[config.mk]
export PLATFORM = sky130hd
export DESIGN_NAME = lec_tracker
export DESIGN_NICKNAME = d
export VERILOG_FILES = /design/src/rtl/lec_pkg.sv /design/src/rtl/lec_access_map.sv /design/src/rtl/lec_wbuf.sv /design/src/rtl/lec_tracker.sv
export SDC_FILE = /design/constraint.sdc
export NUM_CORES = 1
export LEC_CHECK = 0
export BUFFER_PORTS_ARGS = -buffer_cell sky130_fd_sc_hd__clkbuf_2
export CAP_MARGIN = 20
export CORE_ASPECT_RATIO = 0.5
export CORE_MARGIN = 2
export CORE_UTILIZATION = 44
export DETAILED_ROUTE_END_ITERATION = 8
export PLACE_DENSITY = 0.71
export SYNTH_ARGS = -nofsm -noshare
export SYNTH_HDL_FRONTEND = slang
export SYNTH_SLANG_ARGS = --single-unit
[constraint.sdc]
create_clock -name clk -period 8.3 [get_ports clk]
set_input_delay 1.66 -clock clk [delete_from_list [all_inputs] [get_ports clk]]
set_output_delay 1.66 -clock clk [all_outputs]
set_load 0.02 [all_outputs]
[src/rtl/lec_pkg.sv]
package lec_pkg;
    typedef enum logic [1:0] {
        ST_IDLE   = 2'd0,
        ST_SPEC   = 2'd1,
        ST_COMMIT = 2'd2
    } lec_state_e;

    localparam logic [1:0] SNP_SHARED = 2'b00;
    localparam logic [1:0] SNP_INVAL  = 2'b01;
    localparam logic [1:0] SNP_EXCL   = 2'b10;
endpackage

[src/rtl/lec_access_map.sv]
module lec_access_map #(
    parameter int ADDR_W = 6
) (
    input  logic              clk,
    input  logic              rst_n,
    input  logic              clr,
    input  logic              mark_a,
    input  logic [ADDR_W-1:0] mark_a_addr,
    input  logic              mark_b,
    input  logic [ADDR_W-1:0] mark_b_addr,
    input  logic [ADDR_W-1:0] probe_addr,
    output logic              probe_hit
);
    localparam int NBLK = 1 << ADDR_W;

    logic [NBLK-1:0] bits_d, bits_q;

    always_comb begin
        bits_d = bits_q;
        if (clr) begin
            bits_d = '0;
        end else begin
            if (mark_a) bits_d[mark_a_addr] = 1'b1;
            if (mark_b) bits_d[mark_b_addr] = 1'b1;
        end
    end

    always_ff @(posedge clk) begin
        if (!rst_n) bits_q <= '0;
        else        bits_q <= bits_d;
    end

    assign probe_hit = bits_q[probe_addr];
endmodule

[src/rtl/lec_wbuf.sv]
module lec_wbuf #(
    parameter int ADDR_W = 6,
    parameter int DATA_W = 16,
    parameter int DEPTH  = 4
) (
    input  logic                     clk,
    input  logic                     rst_n,
    input  logic                     push,
    input  logic [$clog2(DEPTH)-1:0] push_idx,
    input  logic [ADDR_W-1:0]        push_addr,
    input  logic [DATA_W-1:0]        push_data,
    input  logic [$clog2(DEPTH)-1:0] rd_idx,
    output logic [ADDR_W-1:0]        rd_addr,
    output logic [DATA_W-1:0]        rd_data
);
    logic [DEPTH-1:0][ADDR_W-1:0] addr_d, addr_q;
    logic [DEPTH-1:0][DATA_W-1:0] data_d, data_q;

    always_comb begin
        addr_d = addr_q;
        data_d = data_q;
        if (push) begin
            addr_d[push_idx] = push_addr;
            data_d[push_idx] = push_data;
        end
    end

    always_ff @(posedge clk) begin
        if (!rst_n) begin
            addr_q <= '0;
            data_q <= '0;
        end else begin
            addr_q <= addr_d;
            data_q <= data_d;
        end
    end

    assign rd_addr = addr_q[rd_idx];
    assign rd_data = data_q[rd_idx];
endmodule

[src/rtl/lec_tracker.sv]
module lec_tracker
    import lec_pkg::*;
#(
    parameter int ADDR_W = 6,
    parameter int DATA_W = 16,
    parameter int DEPTH  = 4
) (
    input  logic              clk,
    input  logic              rst_n,
    input  logic              sec_begin,
    input  logic              sec_end,
    input  logic              ld_valid,
    input  logic [ADDR_W-1:0] ld_addr,
    input  logic              st_valid,
    input  logic [ADDR_W-1:0] st_addr,
    input  logic [DATA_W-1:0] st_data,
    input  logic              snp_valid,
    input  logic [1:0]        snp_kind,
    input  logic [ADDR_W-1:0] snp_addr,
    output logic              spec_active,
    output logic              ckpt_req,
    output logic              ckpt_restore,
    output logic              excl_req_valid,
    output logic [ADDR_W-1:0] excl_req_addr,
    output logic              cmt_valid,
    output logic [ADDR_W-1:0] cmt_addr,
    output logic [DATA_W-1:0] cmt_data,
    output logic              snp_stall
);
    localparam int CNT_W = $clog2(DEPTH + 1);
    localparam int IDX_W = $clog2(DEPTH);

    typedef struct packed {
        lec_state_e        st;
        logic [CNT_W-1:0]  cnt;
        logic [CNT_W-1:0]  rd;
        logic              ckpt;
        logic              rest;
        logic              xv;
        logic [ADDR_W-1:0] xa;
    } ctl_t;

    ctl_t r_d, r_q;

    logic snp_hit, conflict, overflow;
    logic mark_ld, mark_st, do_push, do_clr;
    logic [CNT_W-1:0] cnt_after;

    lec_access_map #(.ADDR_W(ADDR_W)) u_map (
        .clk         (clk),
        .rst_n       (rst_n),
        .clr         (do_clr),
        .mark_a      (mark_ld),
        .mark_a_addr (ld_addr),
        .mark_b      (mark_st),
        .mark_b_addr (st_addr),
        .probe_addr  (snp_addr),
        .probe_hit   (snp_hit)
    );

    lec_wbuf #(.ADDR_W(ADDR_W), .DATA_W(DATA_W), .DEPTH(DEPTH)) u_wbuf (
        .clk       (clk),
        .rst_n     (rst_n),
        .push      (do_push),
        .push_idx  (r_q.cnt[IDX_W-1:0]),
        .push_addr (st_addr),
        .push_data (st_data),
        .rd_idx    (r_q.rd[IDX_W-1:0]),
        .rd_addr   (cmt_addr),
        .rd_data   (cmt_data)
    );

    assign conflict = snp_valid && snp_hit &&
                      (snp_kind == SNP_INVAL || snp_kind == SNP_EXCL);
    assign overflow = st_valid && (r_q.cnt == CNT_W'(DEPTH));

    always_comb begin
        r_d       = r_q;
        r_d.ckpt  = 1'b0;
        r_d.rest  = 1'b0;
        r_d.xv    = 1'b0;
        mark_ld   = 1'b0;
        mark_st   = 1'b0;
        do_push   = 1'b0;
        do_clr    = 1'b0;
        cnt_after = r_q.cnt;
        unique case (r_q.st)
            ST_IDLE: begin
                if (sec_begin) begin
                    r_d.st   = ST_SPEC;
                    r_d.ckpt = 1'b1;
                    r_d.cnt  = '0;
                end
            end
            ST_SPEC: begin
                if (conflict || overflow) begin
                    r_d.st   = ST_IDLE;
                    r_d.rest = 1'b1;
                    r_d.cnt  = '0;
                    do_clr   = 1'b1;
                end else begin
                    mark_ld = ld_valid;
                    if (st_valid) begin
                        mark_st   = 1'b1;
                        do_push   = 1'b1;
                        cnt_after = r_q.cnt + 1'b1;
                        r_d.xv    = 1'b1;
                        r_d.xa    = st_addr;
                    end
                    r_d.cnt = cnt_after;
                    if (sec_end) begin
                        r_d.rd = '0;
                        if (cnt_after == '0) begin
                            r_d.st = ST_IDLE;
                            do_clr = 1'b1;
                        end else begin
                            r_d.st = ST_COMMIT;
                        end
                    end
                end
            end
            ST_COMMIT: begin
                r_d.rd = r_q.rd + 1'b1;
                if (r_q.rd == r_q.cnt - 1'b1) begin
                    r_d.st  = ST_IDLE;
                    r_d.cnt = '0;
                    r_d.rd  = '0;
                    do_clr  = 1'b1;
                end
            end
            default: r_d.st = ST_IDLE;
        endcase
    end

    always_ff @(posedge clk) begin
        if (!rst_n) begin
            r_q <= '{st: ST_IDLE, cnt: '0, rd: '0, ckpt: 1'b0,
                     rest: 1'b0, xv: 1'b0, xa: '0};
        end else begin
            r_q <= r_d;
        end
    end

    assign spec_active    = (r_q.st == ST_SPEC);
    assign cmt_valid      = (r_q.st == ST_COMMIT);
    assign ckpt_req       = r_q.ckpt;
    assign ckpt_restore   = r_q.rest;
    assign excl_req_valid = r_q.xv;
    assign excl_req_addr  = r_q.xa;
    assign snp_stall      = cmt_valid && snp_valid && snp_hit;
endmodule

==> impl_metrics.py, run 1 <==
metrics = {
    "grt": {
        "grt_use_met3": 0.0541,
        "met1_usage": 0.269,
        "grt_start_max_net_pins": 80,
        "grt_pass1_wl_mm": 32.4,
        "grtUsageMet2": 0.350,
        "grt.overflow.total": 0,
        "grt_usage": 0.211,
        "grt_pass1_vias": 6345,
        "grt_most_used_layer": "met2",
        "antenna_found_initial": 0,
    },
    "power": {
        "power_uw": 1860,
        "power_density_nw_per_um2": 210,
        "leakagePower_uw": 0.00321,
        "ir_drop_mv": 0.145,
    },
    "sta": {
        "setup_tns_ns": 0,
        "slew_viol_final": 0,
        "slew_headroom": 0.377,
        "worst_pin_slew_ns": 0.935,
        "layout_min_cycle_time_ns": 5.17,
        "fmax_mhz": 194,
        "hold_violations": 0,
        "grt_setup_unrepaired": "no",
        "fin_ws_ns": 3.13,
        "finalSetupViolations": 0,
        "finalCritPeriodShare": 0.622,
        "finClkSkew_ns": 0.00635,
    },
    "worst_hold_path": {
        "hold_depth": 2,
        "hp-class": "reg -> reg",
    },
    "cts": {
        "root_buffer": "clkbuf_16",
        "clk_latency_ns": 0.43,
        "htreeDepth": 4,
        "cts_buffers": 17,
        "cts_sinks": 169,
        "cts_max_path_buffers": 2,
        "post_cts_buffers": 0,
        "path_clk_slew_ns": 0.07,
        "cts_hold_buf": 0,
        "cts_tree": "done",
        "cts_resized": 0,
    },
    "floorplan": {
        "die_h_um": 98.9,
        "num_io_pins": 77,
        "start_util": 0.453,
        "fp.coreArea_um2": 17500,
        "die-area_um2": 19200,
        "die-width_um": 194,
        "row_count": 34,
    },
    "synthesis": {
        "yosys-top-cells-count": "169 x dfxtp_1, 118 x nand3_1, 93 x o21ai_0",
        "yosysUniqueCellTypes": 54,
        "synth_top_area_cell": "dfxtp_1",
        "yosysTopAreaCellShare": 0.427,
        "synth_area_um2": 7930,
        "synthFlopType": "dfxtp_1",
        "synth.top_cells.by_area": "dfxtp_1 43%, nand3_1 7.5%, mux4_2 7.4%",
        "synthSimpleGateAreaFrac": 0.193,
        "synth_top_family_by_area": "simple AND/OR/NAND/NOR gates",
        "yosys_register_bits": 169,
        "synth_warnings": 0,
        "yosysSeqAreaShare": 0.427,
        "avgSynthCellArea_um2": 9.36,
        "synth.most_common_cell": "dfxtp_1",
        "synth_fp_nets": 901,
        "synth_xor_area_frac": 0.00442,
        "synth_cells": 847,
        "synth_fa_ha_area_frac": 0.0174,
        "synth-compound-area-share": 0.162,
        "async_flop_share": 0,
        "synth.mux.area_fraction": 0.130,
        "synth-edff-count": 0,
    },
    "placement": {
        "io_buffer_count": 76,
        "gp_congestion": 0.886,
        "dp_hpwl_mm": 13.1,
        "dp_slack_ns": 3.15,
    },
    "setup_path": {
        "cp.depth": 7,
        "required_ns": 6.64,
        "cp-start-kind": "primary input",
        "worstPathMaxFanout": 16,
        "cp_cell_sequence": "clkbuf_2, mux4_1, mux2i_1, a221oi_1, a22oi_1, nor2_1, clkbuf_2",
        "critPathCaptureType": "output port",
        "max_stage_delay_ns": 0.52,
        "rr_worst_depth": 8,
        "cp_top_family": "compound AO/OA/AOI/OAI gates",
        "arrival_ns": 3.51,
        "cpMostUsedCell": "clkbuf_2",
        "slowest_stage": "a221oi_1",
        "crit_buf_inv": 2,
        "worstSetupPathType": "in -> out",
    },
    "detailed_routing": {
        "drc": 0,
        "ant_nets": 0,
        "wirelength_mm": 20.0,
        "firstDrtPassIters": 5,
        "num_vias": 6652,
        "routedWlPerCell_um": 18.0,
        "vias_per_cell": 5.98,
        "first_iter_violations": 589,
    },
    "final_layout": {
        "final_util": 0.505,
        "area_delta_synth_final_pct": 11.5,
        "n_antenna_cell": 0,
        "fillers": 1568,
        "register_area_um2": 3380,
        "drive_gt1_frac": 0.189,
        "multi_input_area_um2": 4020,
        "layout.nets": 920,
    },
    "run_status": {
        "status": "finished, final reports clean",
    },
    "job": {
        "cap_violations": 0,
    },
}
## tightest hold or removal path, delay by kind of cell (launching register included)
kind | cells | cell delay (ns)
and+or+nand+nor | 1 | 0.05
AOI/OAI and AO/OA | 1 | 0.06
DFF | 1 | 0.31
## metrics by stage
stage	instance area (um2)	instances	hold WS, ns
final	8830	1113	0.460
after global placement	8190	1080	0.443
after detailed placement	8190	1080	0.450
after CTS	8810	1112	0.460
after global routing	8830	1113	0.484
after floorplan	7930	847	0.433
## layout make-up
type                            instances  share of cell area
Tap cell                              234              0.0331
Clock inverter                         15              0.0231
Inverter                               13             0.00552
Multi-Input combinational cell        581               0.455
Sequential cell                       169               0.383
Timing Repair Buffer                   84              0.0516
Clock buffer                           17              0.0482
## placed cells by master (no fill, tap or decap), types with 9 or more instances in the layout
cell type    n
inv_1       12
ha_1        11
o21ai_0     93
mux2i_1     13
clkbuf_16   17
a221oi_1    34
mux4_1      12
nand2_1     57
nor3_1       9
and3_1       9
clkbuf_2    75
nand4_1     11
mux4_2      26
a21oi_1     62
dfxtp_1    168
nor2_1      63
nand3_1    118
## routing by layer
layer	up-vias	wire (um)
met5	-	0
met4	0	337
met3	24	1620
met2	251	9530
met1	3215	8520
li1	3162	-
## report_power, final
group | switching, uW | total, uW | leakage (uW) | internal (uW)
clock network | 357 | 843 | 0.000299 | 486
registers | 8.24 | 833 | 0.00136 | 824
logic | 123 | 181 | 0.00155 | 57.8
## path summary, 6_finish.rpt
check,from,end,slack [ns]
hold reg to reg,u_wbuf.data_q[58],u_wbuf.data_q[58],0.46
hold / removal,u_wbuf.data_q[58],u_wbuf.data_q[58],0.46
setup reg to reg,u_map.bits_q[11],u_wbuf.data_q[44],5.33
setup / recovery,snp_addr[1],snp_stall,3.13
## state kept, by name (all words and copies together), names as in the netlist
name            count
ckpt_restore        1
excl_req_addr       6
u_map.bits_q       64
r_q                 8
excl_req_valid      1
ckpt_req            1
u_wbuf.addr_q      24
u_wbuf.data_q      64
## cell families (layout without fill, tap and decap cells)
family	count (synthesis)	in the layout
DFF	169	169
xor gates and xnor gates	4	4
adders and majority gates	11	11
buffers and inverters	97	129
muxes	51	51
AOI/OAI and AO/OA	213	213
and+or+nand+nor	302	302
Note: power is estimated with default switching activity, not from simulation.
==> run 2, diff against run 1 <==
PLACE_DENSITY = 0.74   (was 0.71)
clock period = 4.65 ns   (was 8.3 ns; I/O delays follow)
==> impl_metrics.py, run 2 (synthesis results as in run 1) <==
metrics = {
    "cts": {
        "cts_max_path_buffers": 2,
        "cts_sinks": 169,
        "path_clk_slew_ns": 0.06,
        "cts_resized": 0,
        "post_cts_buffers": 0,
        "cts_buffers": 17,
        "htreeDepth": 4,
        "root_buffer": "clkbuf_16",
        "cts_tree": "done",
        "clk_latency_ns": 0.42,
        "cts_hold_buf": 0,
    },
    "final_layout": {
        "area_delta_synth_final_pct": 12.0,
        "register_area_um2": 3380,
        "multi_input_area_um2": 4020,
        "final_cell_mix": "168 x dfxtp_1, 118 x nand3_1, 93 x o21ai_0, 75 x clkbuf_2, 63 x nor2_1",
        "drive_gt1_frac": 0.188,
        "n_antenna_cell": 0,
        "layout.nets": 922,
        "reg_top3": "u_map.bits_q (64), u_wbuf.data_q (64), u_wbuf.addr_q (24)",
        "fillers": 1603,
        "final_common_cell": "dfxtp_1",
    },
    "sta": {
        "worst_pin_slew_ns": 0.929,
        "holdWs_ns": 0.457,
        "grt_setup_unrepaired": "no",
        "setup_tns_ns": 0,
        "hold_violations": 0,
        "fmax_mhz": 252,
        "finClkSkew_ns": 0.0137,
        "layout_min_cycle_time_ns": 3.97,
        "slew_headroom": 0.380,
        "fin_ws_ns": 0.676,
        "finalSetupViolations": 0,
        "finalCritPeriodShare": 0.855,
        "slew_viol_final": 0,
    },
    "detailed_routing": {
        "routedWlPerCell_um": 17.8,
        "first_iter_violations": 600,
        "num_vias": 6600,
        "firstDrtPassIters": 6,
        "wirelength_mm": 19.9,
        "ant_nets": 0,
        "vias_per_cell": 5.92,
        "drc": 0,
    },
    "grt": {
        "antenna_found_initial": 0,
        "grt_pass1_vias": 6122,
        "grt_pass1_wl_mm": 32.3,
        "grt_start_max_net_pins": 85,
        "grt.overflow.total": 0,
        "grt_usage": 0.211,
    },
    "power": {
        "power_density_nw_per_um2": 383,
        "ir_drop_mv": 0.275,
        "leakagePower_uw": 0.00324,
        "power_uw": 3400,
    },
    "setup_path": {
        "slowest_stage": "mux4_1",
        "cp-start-kind": "primary input",
        "cp_cell_sequence": "clkbuf_2, mux4_1, mux2i_1, a221oi_1, a22oi_1, nor2_1, clkbuf_2",
        "max_stage_delay_ns": 0.64,
        "required_ns": 3.72,
        "critPathCaptureType": "output port",
        "arrival_ns": 3.04,
        "worstPathMaxFanout": 16,
        "worstSetupPathType": "in -> out",
        "cpMostUsedCell": "clkbuf_2",
    },
    "floorplan": {
        "fp.coreArea_um2": 17500,
        "num_io_pins": 77,
        "start_util": 0.453,
        "die-width_um": 194,
        "die_h_um": 98.9,
        "die-area_um2": 19200,
        "row_count": 34,
    },
    "job": {
        "cap_violations": 0,
    },
    "worst_hold_path": {
        "hp-class": "reg -> reg",
    },
    "placement": {
        "gp_congestion": 0.879,
        "io_buffer_count": 76,
        "dp_hpwl_mm": 12.9,
        "dp_slack_ns": 0.474,
    },
    "run_status": {
        "status": "finished, final reports clean",
    },
}
run 2: routing by layer:
metal,vias up,track usage,routed length [um]
met1,3170,0.277,8660
met4,0,0.0687,329
met3,22,0.0356,1270
li1,3166,-,-
met2,242,0.357,9620
met5,-,0,0
run 2: metrics by stage:
stage | instance area [um2] | cells | utilization
finish | 8870 | 1115 | 0.508
global route | 8870 | 1115 | 0.508
CTS | 8870 | 1115 | 0.508
detailed placement | 8210 | 1083 | 0.469
global placement | 8210 | 1083 | 0.469
floorplan | 7930 | 847 | -
run 2: power breakdown:
part	total [uW]	switching [uW]	leakage, uW	internal, uW
logic	321	220	0.00156	101
registers	1480	13.4	0.00136	1470
clock network	1590	600	0.000320	993
run 2: critical path, delay by kind of cell:
family                 cells  cell delay [ns]
muxes                      2             0.90
AOI/OAI and AO/OA          2             0.50
buffers and inverters      2             0.62
and+or+nand+nor            1             0.09
run 2: worst paths after layout:
check | from | to | slack (ns) | cells after the start
hold / removal | u_wbuf.data_q[49] | u_wbuf.data_q[49] | 0.46 | 2
setup reg to reg | r_q[12] | u_map.bits_q[1] | 1.63 | 9
hold reg to reg | u_wbuf.data_q[49] | u_wbuf.data_q[49] | 0.46 | 2
setup / recovery | snp_addr[1] | snp_stall | 0.68 | 7
run 2: area by class of cell:
cell class / instances / share of cell area
multi-input combinational: 581 / 0.453
sequential: 169 / 0.381
timing repair buffer: 86 / 0.0516
clock buffer: 20 / 0.0515
tap: 234 / 0.0330
clock inverter: 12 / 0.0238
inverter: 13 / 0.00550
==> run 3, diff against run 2 <==
--- a/config.mk
+++ b/config.mk
@@ -7,2 +7,3 @@
 export LEC_CHECK = 0
+export ABC_AREA = 1
 export BUFFER_PORTS_ARGS = -buffer_cell sky130_fd_sc_hd__clkbuf_2
@@ -13,3 +14,3 @@
 export DETAILED_ROUTE_END_ITERATION = 8
-export PLACE_DENSITY = 0.74
+export PLACE_DENSITY = 0.73
 export SYNTH_ARGS = -nofsm -noshare
@@ -17 +18,2 @@
 export SYNTH_SLANG_ARGS = --single-unit
+export TNS_END_PERCENT = 1
==> constraint.sdc (replaced) <==
create_clock -name clk -period 4.65 [get_ports clk]
set_input_delay 0.465 -clock clk [delete_from_list [all_inputs] [get_ports clk]]
set_output_delay 0.465 -clock clk [all_outputs]
set_load 0.02 [all_outputs]
==> impl_metrics.py, run 3 <==
metrics = {
    "grt": {
        "grt.overflow.total": 0,
        "grt_start_max_net_pins": 86,
        "grt_usage": 0.244,
        "grt_pass1_wl_mm": 42.0,
        "antenna_found_initial": 0,
        "grt_pass1_vias": 8630,
    },
    "cts": {
        "clk_latency_ns": 0.45,
        "htreeDepth": 4,
        "cts_resized": 0,
        "root_buffer": "clkbuf_16",
        "path_clk_slew_ns": 0.07,
        "cts_tree": "done",
        "cts_buffers": 17,
        "post_cts_buffers": 0,
        "cts_sinks": 169,
        "cts_hold_buf": 0,
        "cts_max_path_buffers": 2,
    },
    "sta": {
        "grt_setup_unrepaired": "no",
        "finalCritPeriodShare": 0.657,
        "fmax_mhz": 327,
        "finalSetupViolations": 0,
        "slew_headroom": 0.192,
        "hold_violations": 0,
        "worst_pin_slew_ns": 1.20,
        "setup_tns_ns": 0,
        "holdWs_ns": 0.233,
        "layout_min_cycle_time_ns": 3.06,
        "finClkSkew_ns": 0.0153,
        "slew_viol_final": 0,
    },
    "final_layout": {
        "final_common_cell": "nor2_1",
        "final_util": 0.503,
        "n_antenna_cell": 0,
        "fillers": 1972,
        "final_cell_mix": "411 x nor2_1, 382 x nand2_1, 169 x dfxtp_1, 78 x clkbuf_2, 65 x o21bai_1",
        "layout.nets": 1491,
        "register_area_um2": 3380,
        "reg_top3": "u_map.bits_q (64), u_wbuf.data_q (64), u_wbuf.addr_q (24)",
        "drive_gt1_frac": 0.101,
        "multi_input_area_um2": 4780,
        "fin_area_um2": 9860,
        "area_delta_synth_final_pct": 11.5,
    },
    "power": {
        "leakagePower_uw": 0.00399,
        "power_uw": 4460,
        "ir_drop_mv": 0.212,
        "power_density_nw_per_um2": 452,
    },
    "synthesis": {
        "synth-edff-count": 0,
        "avgSynthCellArea_um2": 6.37,
        "yosysTopAreaCellShare": 0.383,
        "yosys-top-cells-count": "411 x nor2_1, 382 x nand2_1, 169 x dfxtp_1",
        "synth.top_cells.by_area": "dfxtp_1 38%, nor2_1 17%, nand2_1 16%",
        "yosysSeqAreaShare": 0.383,
        "synth_fp_nets": 1442,
        "synth_top_area_cell": "dfxtp_1",
        "yosys_register_bits": 169,
        "synth_area_um2": 8840,
        "synthFlopType": "dfxtp_1",
        "async_flop_share": 0,
        "synth_cells": 1388,
        "synth.most_common_cell": "nor2_1",
        "yosysUniqueCellTypes": 25,
        "synth_warnings": 0,
    },
    "detailed_routing": {
        "wirelength_mm": 25.4,
        "firstDrtPassIters": 6,
        "first_iter_violations": 901,
        "routedWlPerCell_um": 14.8,
        "num_vias": 9080,
        "ant_nets": 0,
        "vias_per_cell": 5.29,
        "drc": 0,
    },
    "setup_path": {
        "critPathCaptureType": "flip-flop",
        "slowest_stage": "nand4_2",
        "cp_cell_sequence": "clkbuf_2, inv_2, nand3_1, nand3_1, nand2_1, nand2_1, nand3_1, nand3_1, nand2_1, nand3_2, nand4_2, buf_12, o21bai_1, nor2_1, nor2_1",
        "arrival_ns": 3.43,
        "cpMostUsedCell": "nand3_1",
        "worstPathMaxFanout": 34,
        "max_stage_delay_ns": 0.72,
        "cp-start-kind": "primary input",
        "worstSetupPathType": "in -> reg",
        "required_ns": 5.02,
    },
    "floorplan": {
        "row_count": 36,
        "fp.coreArea_um2": 19600,
        "die_h_um": 104,
        "die-width_um": 204,
        "die-area_um2": 21300,
        "num_io_pins": 77,
        "start_util": 0.451,
    },
    "worst_hold_path": {
        "hp-class": "in -> reg",
    },
    "run_status": {
        "status": "finished, final reports clean",
    },
    "placement": {
        "dpl-instance-area_um2": 9240,
        "dp_hpwl_mm": 16.2,
        "gp_congestion": 0.935,
        "io_buffer_count": 76,
    },
    "job": {
        "cap_violations": 0,
    },
}
==> run 3: changes by cell type after synthesis, sizes merged, moves of 25 or more <==
cell,change
nor2,+351
nand2,+326
o21bai,+65
nand3,-59
a21oi,-48
inv,+41
mux4,-38
a221oi,-34
o21ai,-29
nor3,+25
==> run 3: path summary, 6_finish.rpt <==
path,end,cells past startpoint,slack [ns],startpoint
setup reg to reg,u_map.bits_q[42],9,1.87,r_q[12]
setup / recovery,u_map.bits_q[42],15,1.59,snp_addr[1]
hold / removal,ckpt_req,3,0.23,sec_begin
hold reg to reg,u_wbuf.addr_q[19],2,0.46,u_wbuf.addr_q[19]
==> run 3: cell type report <==
type | count | area share
repair buffers | 107 | 0.0609
flip-flops and latches | 169 | 0.343
well taps | 266 | 0.0338
clock inverters | 12 | 0.0118
inverters | 54 | 0.0206
multi-input cells | 1088 | 0.485
clock buffers | 19 | 0.0449
==> run 3: routing by layer <==
| layer | part of all wire | track usage | vias to the layer above |
|---|---|---|---|
| met5 | 0 | 0 | - |
| met1 | 0.44 | 0.309 | 4230 |
| met4 | 0.019 | 0.0875 | 0 |
| met3 | 0.076 | 0.0589 | 44 |
| met2 | 0.47 | 0.404 | 332 |
| li1 | - | - | 4474 |
==> run 3: stage by stage <==
| stage | std cells | setup WS, ns |
|---|---|---|
| finish | 1715 | 1.59 |
| global placement | 1669 | 1.40 |
| floorplan | 1388 | 2.44 |
| CTS | 1705 | 1.68 |
| detailed placement | 1674 | 1.24 |
| global route | 1715 | 1.33 |
==> run 3: cell families (layout without fill, tap and decap cells) <==
| logic type | count (synthesis) | after routing | share of synthesized area |
|---|---|---|---|
| flops | 169 | 169 | 0.383 |
| fa+ha+maj | 11 | 11 | 0.0156 |
| xor+xnor | 7 | 7 | 0.00694 |
| compound gates | 172 | 172 | 0.119 |
| buf+inv | 131 | 192 | 0.0763 |
| simple gates | 898 | 898 | 0.400 |
==> run 3: worst max-delay path: cells and delay by family <==
kind | cells | cell delay, ns
compound gates | 1 | 0.16
buf+inv | 3 | 1.09
simple gates | 11 | 1.68
==> run 3: report_power, final <==
group | leakage (uW) | internal, uW | switching (uW)
clock network | 0.000259 | 754 | 632
registers | 0.00136 | 1530 | 47.0
logic | 0.00237 | 434 | 1060
total | 0.00399 | 2720 | 1740
